==> config.mk <==
export PLATFORM = sky130hd
export DESIGN_NAME = pt_walker
export DESIGN_NICKNAME = d
export VERILOG_FILES = /design/src/rtl/ptw_pkg.sv /design/src/rtl/ptw_index.sv /design/src/rtl/ptw_mem_port.sv /design/src/rtl/ptw_result.sv /design/src/rtl/pt_walker.sv
export SDC_FILE = /design/constraint.sdc
export NUM_CORES = 1
export LEC_CHECK = 0
export BUFFER_PORTS_ARGS = -buffer_cell sky130_fd_sc_hd__clkbuf_2
export CORE_ASPECT_RATIO = 1.2
export CORE_MARGIN = 3
export CORE_UTILIZATION = 49
export DETAILED_ROUTE_END_ITERATION = 16
export GPL_ROUTABILITY_DRIVEN = 0
export HOLD_SLACK_MARGIN = 0.12
export PLACE_DENSITY = 0.85
export SYNTH_ARGS = -nofsm -noshare
export SYNTH_HDL_FRONTEND = slang
export SYNTH_SLANG_ARGS = --single-unit
export TNS_END_PERCENT = 100
==> constraint.sdc <==
create_clock -name clk -period 3.25 [get_ports clk]
set_clock_uncertainty 0.05 [all_clocks]
set_input_delay 0.325 -clock clk [delete_from_list [all_inputs] [get_ports clk]]
set_output_delay 0.325 -clock clk [all_outputs]
set_load 0.005 [all_outputs]
==> src/rtl/ptw_pkg.sv <==
package ptw_pkg;
  typedef enum logic [1:0] {
    S_IDLE      = 2'd0,
    S_DIR_WAIT  = 2'd1,
    S_LEAF_WAIT = 2'd2,
    S_DONE      = 2'd3
  } walk_state_e;

  localparam int LVL_DIR  = 0;
  localparam int LVL_LEAF = 1;
  localparam int N_LEVELS = 2;
endpackage

==> src/rtl/ptw_index.sv <==
module ptw_index #(
  parameter int VA_W  = 32,
  parameter int PA_W  = 32,
  parameter int PTE_W = 32,
  parameter int OFF_W = 12,
  parameter int IDX_W = 10
) (
  input  logic [VA_W-1:0]                          vaddr,
  input  logic [ptw_pkg::N_LEVELS-1:0][PTE_W-1:0] bases,
  output logic [ptw_pkg::N_LEVELS-1:0][PA_W-1:0]  entry_addr
);
  localparam int LEVELS      = ptw_pkg::N_LEVELS;
  localparam int ENTRY_SHIFT = $clog2(PTE_W / 8);
  localparam logic [PA_W-1:0] BASE_MASK = {{(PA_W-OFF_W){1'b1}}, {OFF_W{1'b0}}};

  // one index field and one entry address per table level
  for (genvar lv = 0; lv < LEVELS; lv++) begin : g_lvl
    localparam int HI = OFF_W + IDX_W * (LEVELS - lv) - 1;
    logic [IDX_W-1:0] idx;
    assign idx = vaddr[HI -: IDX_W];
    assign entry_addr[lv] = (PA_W'(bases[lv]) & BASE_MASK)
                          + (PA_W'(idx) << ENTRY_SHIFT);
  end
endmodule

==> src/rtl/ptw_mem_port.sv <==
module ptw_mem_port #(
  parameter int PA_W = 32
) (
  input  logic            clk,
  input  logic            rst_n,
  input  logic            issue,
  input  logic [PA_W-1:0] issue_addr,
  input  logic            mem_req_ready,
  output logic            mem_req_valid,
  output logic [PA_W-1:0] mem_req_addr
);
  always_ff @(posedge clk) begin
    if (!rst_n) begin
      mem_req_valid <= 1'b0;
      mem_req_addr  <= '0;
    end else if (issue) begin
      mem_req_valid <= 1'b1;
      mem_req_addr  <= issue_addr;
    end else if (mem_req_valid && mem_req_ready) begin
      mem_req_valid <= 1'b0;
    end
  end

  // a stalled read keeps its valid and its address
  a_r9_req_hold: assert property (@(posedge clk) disable iff (!rst_n)
    (mem_req_valid && !mem_req_ready) |=> (mem_req_valid && $stable(mem_req_addr)));

  // a new read is never issued over one still waiting
  a_r7_single_read: assert property (@(posedge clk) disable iff (!rst_n)
    issue |-> !mem_req_valid);
endmodule

==> src/rtl/ptw_result.sv <==
module ptw_result #(
  parameter int PA_W  = 32,
  parameter int PTE_W = 32,
  parameter int OFF_W = 12
) (
  input  logic                 clk,
  input  logic                 rst_n,
  input  logic                 load,
  input  logic                 load_fault,
  input  logic                 load_level,
  input  logic [PTE_W-1:0]     load_entry,
  input  logic [OFF_W-1:0]     load_offset,
  input  logic                 res_ready,
  output logic                 res_valid,
  output logic                 res_fault,
  output logic                 res_fault_level,
  output logic [PA_W-1:0]      res_paddr,
  output logic [PA_W-OFF_W-1:0] res_pfn,
  output logic [OFF_W-1:0]     res_perm,
  output logic                 taken
);
  localparam int PFN_W = PA_W - OFF_W;

  logic [PFN_W-1:0] pfn_d;
  logic [OFF_W-1:0] perm_d;

  assign pfn_d  = load_fault ? '0 : load_entry[PA_W-1:OFF_W];
  assign perm_d = load_fault ? '0 : load_entry[OFF_W-1:0];
  assign taken  = res_valid && res_ready;

  always_ff @(posedge clk) begin
    if (!rst_n) begin
      res_valid       <= 1'b0;
      res_fault       <= 1'b0;
      res_fault_level <= 1'b0;
      res_paddr       <= '0;
      res_pfn         <= '0;
      res_perm        <= '0;
    end else if (load) begin
      res_valid       <= 1'b1;
      res_fault       <= load_fault;
      res_fault_level <= load_level;
      res_pfn         <= pfn_d;
      res_perm        <= perm_d;
      res_paddr       <= load_fault ? '0 : {pfn_d, load_offset};
    end else if (taken) begin
      res_valid       <= 1'b0;
    end
  end

  // a result that is not yet taken holds all of its fields
  a_r8_res_hold: assert property (@(posedge clk) disable iff (!rst_n)
    (res_valid && !res_ready) |=> (res_valid && $stable(res_paddr) && $stable(res_fault)
      && $stable(res_fault_level) && $stable(res_perm)));

  // a translation is reported only from an entry whose present bit is set
  a_r4_present_ok: assert property (@(posedge clk) disable iff (!rst_n)
    (res_valid && !res_fault) |-> res_perm[0]);

  // a fault carries no frame
  a_r6_fault_zero: assert property (@(posedge clk) disable iff (!rst_n)
    (res_valid && res_fault) |-> (res_pfn == '0 && res_paddr == '0));
endmodule

==> src/rtl/pt_walker.sv <==
module pt_walker #(
  parameter int VA_W  = 32,
  parameter int PA_W  = 32,
  parameter int PTE_W = 32,
  parameter int OFF_W = 12,
  parameter int IDX_W = 10
) (
  input  logic                  clk,
  input  logic                  rst_n,
  input  logic [PA_W-1:0]       root_base,
  input  logic                  req_valid,
  output logic                  req_ready,
  input  logic [VA_W-1:0]       req_vaddr,
  output logic                  mem_req_valid,
  input  logic                  mem_req_ready,
  output logic [PA_W-1:0]       mem_req_addr,
  input  logic                  mem_rsp_valid,
  input  logic [PTE_W-1:0]      mem_rsp_data,
  output logic                  res_valid,
  input  logic                  res_ready,
  output logic                  res_fault,
  output logic                  res_fault_level,
  output logic [PA_W-1:0]       res_paddr,
  output logic [PA_W-OFF_W-1:0] res_pfn,
  output logic [OFF_W-1:0]      res_perm
);
  import ptw_pkg::*;

  walk_state_e state_q;
  logic [VA_W-1:0] vaddr_q;
  logic            accept;
  logic            rsp_take;
  logic            present;
  logic            issue;
  logic [PA_W-1:0] issue_addr;
  logic            res_load;
  logic            res_taken;
  logic [VA_W-1:0] vaddr_sel;
  logic [N_LEVELS-1:0][PTE_W-1:0] bases;
  logic [N_LEVELS-1:0][PA_W-1:0]  entry_addr;

  assign req_ready = (state_q == S_IDLE);
  assign accept    = req_ready && req_valid;
  assign present   = mem_rsp_data[0];
  assign rsp_take  = mem_rsp_valid && !mem_req_valid
                   && (state_q == S_DIR_WAIT || state_q == S_LEAF_WAIT);

  // the root and the address are taken from the ports only on the accepting cycle
  assign vaddr_sel        = (state_q == S_IDLE) ? req_vaddr : vaddr_q;
  assign bases[LVL_DIR]   = PTE_W'(root_base);
  assign bases[LVL_LEAF]  = mem_rsp_data;

  ptw_index #(
    .VA_W(VA_W), .PA_W(PA_W), .PTE_W(PTE_W), .OFF_W(OFF_W), .IDX_W(IDX_W)
  ) u_index (
    .vaddr      (vaddr_sel),
    .bases      (bases),
    .entry_addr (entry_addr)
  );

  assign issue      = accept || (state_q == S_DIR_WAIT && rsp_take && present);
  assign issue_addr = (state_q == S_IDLE) ? entry_addr[LVL_DIR] : entry_addr[LVL_LEAF];
  assign res_load   = rsp_take && (state_q == S_LEAF_WAIT || !present);

  ptw_mem_port #(.PA_W(PA_W)) u_mem (
    .clk           (clk),
    .rst_n         (rst_n),
    .issue         (issue),
    .issue_addr    (issue_addr),
    .mem_req_ready (mem_req_ready),
    .mem_req_valid (mem_req_valid),
    .mem_req_addr  (mem_req_addr)
  );

  ptw_result #(.PA_W(PA_W), .PTE_W(PTE_W), .OFF_W(OFF_W)) u_res (
    .clk             (clk),
    .rst_n           (rst_n),
    .load            (res_load),
    .load_fault      (!present),
    .load_level      (state_q == S_LEAF_WAIT),
    .load_entry      (mem_rsp_data),
    .load_offset     (vaddr_q[OFF_W-1:0]),
    .res_ready       (res_ready),
    .res_valid       (res_valid),
    .res_fault       (res_fault),
    .res_fault_level (res_fault_level),
    .res_paddr       (res_paddr),
    .res_pfn         (res_pfn),
    .res_perm        (res_perm),
    .taken           (res_taken)
  );

  always_ff @(posedge clk) begin
    if (!rst_n) begin
      state_q <= S_IDLE;
      vaddr_q <= '0;
    end else begin
      case (state_q)
        S_IDLE: if (accept) begin
          state_q <= S_DIR_WAIT;
          vaddr_q <= req_vaddr;
        end
        S_DIR_WAIT: if (rsp_take) state_q <= present ? S_LEAF_WAIT : S_DONE;
        S_LEAF_WAIT: if (rsp_take) state_q <= S_DONE;
        S_DONE: if (res_taken) state_q <= S_IDLE;
        default: state_q <= S_IDLE;
      endcase
    end
  end

  // acceptance closes the request port
  a_r7_busy_after_accept: assert property (@(posedge clk) disable iff (!rst_n)
    (req_valid && req_ready) |=> !req_ready);

  // a pending result keeps the request port closed
  a_r7_no_accept_with_result: assert property (@(posedge clk) disable iff (!rst_n)
    res_valid |-> !req_ready);

  // an idle walker issues no memory traffic
  a_r1_idle_quiet: assert property (@(posedge clk) disable iff (!rst_n)
    req_ready |-> (!mem_req_valid && !res_valid));

  // a directory fault does not start a second read
  a_r5_no_read_on_fault: assert property (@(posedge clk) disable iff (!rst_n)
    (res_valid && res_fault && !res_fault_level) |-> !mem_req_valid);
endmodule

### Word-level counts from Yosys, hierarchy flattened

Cells that the tools add are included.

| storage, ports and cells | value |
|---|---|
| bits in registers | 134 |
| bits of input ports | 102 |
| word-level logic and storage cells | 52 |

| cells by class | value |
|---|---|
| add/subtract/negate cells | 2 |
| equal/unequal tests | 7 |
| mux-type cells | 15 |
| reductions and logical operators | 18 |

Operator list:

| kind | count |
|---|---|
| two-way mux 32 bit | 3 |
| adder 32 x 12 -> 32 bit | 2 |
| two-way mux 20 bit | 1 |
| two-way mux 12 bit | 1 |
| logical AND 1 bit | 8 |
| two-way mux 2 bit | 4 |
| one-hot mux 2 bit (4 select lines) | 1 |
| inequality test 2 bit, second input constant | 3 |
| two-way mux 1 bit | 5 |
| == test 2 bit, second input constant | 2 |
| AND reduction 4 bit | 1 |
| nonzero test 2 bit | 2 |
| logical OR 1 bit | 3 |
| == test 2 x 1 -> 1 bit, second input constant | 1 |
| zero test 1 bit | 2 |
| zero test 2 bit | 1 |
| inequality test 2 x 1 -> 1 bit, second input constant | 1 |
| AND reduction 2 bit | 1 |

### Depth between registers and ports, before layout

| depth | value |
|---|---|
| depth after elaboration | 7 |
| gate-level depth with buffers | 9 |

### Cells and area by module

From an unflattened synthesis, not the netlist that was laid out.

| second synthesis, totals | value |
|---|---|
| cell total of the unflattened synthesis | 635 |
| area total of the unflattened synthesis | 5,815.6 um^2 |

By module, submodules not included:

| module | times used | cells each | area an instance (um^2) | sequential area each (um^2) |
|---|---|---|---|---|
| pt_walker | 1 | 238 | 2,073.2 | 680.7 |
| ptw_result | 1 | 226 | 1,980.6 | 940.9 |
| ptw_mem_port | 1 | 106 | 1,277.5 | 660.6 |
| ptw_index | 1 | 65 | 484.2 | 0.0 |

### Least setup slack after synthesis

No wires, ideal clock.

| timing path | value |
|---|---|
| path kind | register -> register |
| from | register state_q[0] |
| to | register u_res.res_perm[1] |
| data arrival time | 1.663 ns |
| data required time | 3.072 ns |
| setup slack | 1.409 ns |
| cell stages (with the launch flop) | 10 |
| period minus slack after synthesis | 1.841 ns |
| cell sequence | dfxtp_1 > inv_1 > ha_1 > and3b_1 > buf_6 > and3_4 > buf_6 > buf_6 > a22oi_2 > nor2_1 |

| between the ends | value |
|---|---|
| word-level cells in the longest chain between the ends | 4 |
| elaborated cells between the ends (all ways) | 6 |

Ends and longest elaborated chain:

| item | line | text |
|---|---|---|
| start, declared | pt_walker.sv:29 | `walk_state_e state_q;` |
| start signal, assigned | pt_walker.sv:103 | `S_DIR_WAIT: if (rsp_take) state_q <= present ? S_LEAF_WAIT : S_DONE;` |
| == test 2 x 1 -> 1 bit or == test 2 bit (tied branches) | pt_walker.sv:46, pt_walker.sv:63 |  |
| logical OR 1 bit | pt_walker.sv:46 | `&& (state_q == S_DIR_WAIT \|\| state_q == S_LEAF_WAIT);` |
| logical AND 1 bit | pt_walker.sv:46 |  |
| logical AND 1 bit (*) | pt_walker.sv:63 | `assign res_load = rsp_take && (state_q == S_LEAF_WAIT \|\| !present);` |
| end signal, assigned | ptw_result.sv:44 | `res_perm <= perm_d;` |
| end, declared | ptw_result.sv:19 | `output logic [OFF_W-1:0] res_perm,` |

Mark *: on every way between the ends. The rest lies on a longest branch, timed or not.
A chain may end at the register's enable or synchronous reset.

### Worst setup path after layout

| timing path | value |
|---|---|
| from | register state_q[0] |
| to | output port req_ready |

| between the ends | value |
|---|---|
| word-level cells in the longest chain between the ends | 1 |

Ends and longest elaborated chain:

| item | line | text |
|---|---|---|
| zero test 2 bit | pt_walker.sv:42 | `assign req_ready = (state_q == S_IDLE);` |
| end, declared | pt_walker.sv:12 | `output logic req_ready,` |

No other way between the ends.

==> flow_summary_export.csv <==
group,metric,value,unit
yosys,synth-seq-cells,102,
floorplanning,ioPinCount,203,
layout,final_nets,701,
pwr,cellLeakagePower,2.450,nW
sta,setup_viol,0,
floorplanning,placeableCoreArea,8153,µm²
pwr,powerDensity,704.4,nW/µm²
worst_setup_path,slowest_delay,610,ps
worst_setup_path,worstSetupPathType,"reg2out",
clock_network,ctsResizeCount,0,
drt,drc,0,
sta,fin_ws,849.0,ps
sta,setup_tns,0,ps
yosys,synth_commonest_cells,"dfxtp_1 (102), nor2_1 (76), nand2_1 (49), a22oi_1 (34), a211oi_1 (31)",
worst_setup_path,critPathSlowestCell,"ha_2",
sta,drv_slew,0,
layout,drive_above_1_share,37.67,%
clock_network,root_buffer,"clkbuf_8",
clock_network,clk_latency,350,ps
global_routing,grt_max_degree,57,
placement,dp_slack,953.3,ps
yosys,syn_inst,445,
global_routing,grt_pass1_vias,3547,
clock_network,clockBufferDepth,2,
floorplanning,die_w,89.67,µm
clock_network,cts_tree,"done",
clock_network,cts_hold_buf,5,
run_status,status,"finished, final reports clean",
drt,dr.first_iter.drc_count,151,
yosys,yosys_warnings,0,
floorplanning,num_rows,36,
drt,postRouteWirelength,10650,µm
min_path,hold_class,"in2reg",
yosys,async_flop_share,0,%
sta,fin_crit_sh,73.88,%
clock_network,htreeDepth,3,
yosys,synth_top_area_share,49.60,%
yosys,postSynthAreaPerCell,9.250,µm²
yosys,syn_area,4116,µm²
yosys,yosysMostFrequentCell,"dfxtp_1",
layout,area_growth,25.68,%
global_routing,grt-ovfl-total,0,
sta,slew_headroom,47.12,%
worst_setup_path,cp.required,2870,ps
yosys,yosys-top-cells-area,"dfxtp_1 (50%), mux2i_1 (7.3%), nor2_1 (6.9%)",
yosys,ys_dominant_reg_cell,"dfxtp_1",
clock_network,cts_post_setup_buffers_inserted,0,
sta,layout_min_cycle_time,2401,ps
floorplanning,start_util,50.49,%
floorplanning,dieArea,9541,µm²
placement,io_buffers,188,
pwr,ir_worst_vdd,0.4043,mV
sta,hold_viol,0,
clock_network,clkTransAtPathRegs,100,ps
worst_setup_path,start_kind,"flip-flop",
worst_setup_path,cpLargestDelayFamily,"buffers and inverters",
drt,via_per_inst,5.188,
floorplanning,die_h,106.4,µm
worst_setup_path,crit_chain,"inv_1 -> ha_2 -> buf_4 -> clkbuf_2",
yosys,yosysSeqAreaShare,49.60,%
placement,hpwl,7629,µm
clock_network,numCtsBuffers,9,
drt,drtPass1Iterations,4,
drt,antenna_left,0,
worst_setup_path,end_kind,"output port",
worst_setup_path,cp.arrival,2030,ps
yosys,synth_top_area_cell,"dfxtp_1",
layout,antenna_cells,0,
layout,postLayoutCoreUtil,63.46,%
layout,nFillCells,687,
yosys,synth_edf_count,0,
drt,vias,3704,
drt,wire_per_inst,14.92,µm
yosys,ys_types,26,
sta,rsz0062_at_grt,"false",
worst_setup_path,path_max_fanout,20,
worst_setup_path,cp.buffers_inverters,3,
global_routing,antenna_found_initial,0,
global_routing,grt_pass1_wl,16330,µm
sta,worst_pin_slew,792.1,ps
clock_network,cts_num_sinks,102,
job,maxCapViolCount,0,
global_routing,grt_use_total,21.94,%
sta,fmax,0.4165,GHz
## layout make-up
cell class              count  area (µm²)  area share, %
well taps                 114       142.6          2.757
repair buffers            199        1061          20.51
clock buffers              11       151.4          2.926
multi-input cells         277        1698          32.82
flip-flops and latches    102        2042          39.47
clock inverters             5       56.30          1.088
inverters                   6       22.52         0.4353
## cells in the final DEF, fill, tap and decap left out
| cell type | synthesis | layout |
|---|---|---|
| clkbuf_8 | 0 | 11 |
| inv_2 | 0 | 1 |
| ha_1 | 4 | 3 |
| dlygate4sd3_1 | 0 | 5 |
| buf_12 | 0 | 2 |
| and3_4 | 1 | 1 |
| inv_1 | 6 | 5 |
| and2_1 | 1 | 1 |
| a22oi_2 | 10 | 10 |
| a22oi_1 | 34 | 34 |
| bufinv_16 | 0 | 1 |
| o21ai_4 | 0 | 2 |
| clkinvlp_4 | 0 | 1 |
| dfxtp_1 | 102 | 102 |
| and3b_1 | 1 | 1 |
| nor2_1 | 76 | 76 |
| inv_6 | 0 | 1 |
| conb_1 | 1 | 2 |
| mux2i_1 | 30 | 30 |
| o221ai_1 | 1 | 1 |
| nand3b_1 | 1 | 1 |
| nand2b_1 | 1 | 1 |
| ha_2 | 0 | 1 |
| a21bo_2 | 1 | 1 |
| clkbuf_2 | 0 | 188 |
| nand2_1 | 49 | 49 |
| o21ai_0 | 2 | 2 |
| a211oi_1 | 31 | 31 |
| a21oi_1 | 28 | 28 |
| clkinv_2 | 0 | 2 |
| o32ai_1 | 1 | 1 |
| buf_4 | 22 | 4 |
| nand3_1 | 1 | 1 |
## layer usage
layer / vias up / global-route usage (%) / part of all wire [%]
li1: 1815 / - / -
met1: 1696 / 25.65 / 39
met2: 166 / 36.30 / 50
met3: 27 / 6.124 / 8.3
met4: 0 / 10.21 / 3.1
met5: - / 0 / 0
## state kept, by name (all words and copies together) (netlist names)
| register | cells |
|---|---|
| u_res.res_paddr | 19 |
| state_q | 2 |
| u_res.res_pfn | 13 |
| u_res.res_perm | 12 |
| vaddr_q | 22 |
| u_res.res_fault_level | 1 |
| u_mem.mem_req_addr | 30 |
| u_res.res_fault | 1 |
| u_res.res_valid | 1 |
| u_mem.mem_req_valid | 1 |
## tightest hold or removal path, cell delays in order
cell and delay [ps]:
clkbuf_2 80, nand2_1 40, a21oi_1 50
## power by group
part	internal [mW]	switching (mW)	leakage [nW]
Combinational	0.533	0.722	1.51
Sequential	1.45	0.111	0.833
Clock	0.399	0.430	0.106
## final timing paths
kind                                     from                      to  slack [ps]  cells past startpoint
worst min-delay path            req_vaddr[16]             vaddr_q[16]         140                      3
worst max-delay path               state_q[0]               req_ready         850                      4
worst min register to register    vaddr_q[14]             vaddr_q[14]         410                      2
worst max register to register     state_q[0]  u_mem.mem_req_addr[13]         950                      7
## stage by stage
step           instances  hold slack [ps]  instance area, µm²  total power [mW]
2_1_floorplan        446            385.7                4120             2.435
3_3_place_gp         693            392.5                4916             2.790
3_5_place_dp         693            398.7                4916             2.850
4_1_cts              714            123.3                5174             3.673
6_report             714            140.5                5174             3.644
5_1_grt              714            139.2                5174             3.871
## logic make-up (layout without fill, tap and decap cells)
logic type / count (synthesis) / in the layout / synth area share (%)
DFF: 102 / 102 / 49.60
buffers and inverters: 67 / 221 / 9.665
AOI/OAI and AO/OA: 110 / 110 / 19.64
adders and majority gates: 4 / 4 / 1.216
other: 1 / 2 / 0.09110
muxes: 30 / 30 / 7.295
and+or+nand+nor: 131 / 131 / 12.49
Power figures use the tool's default switching activity.
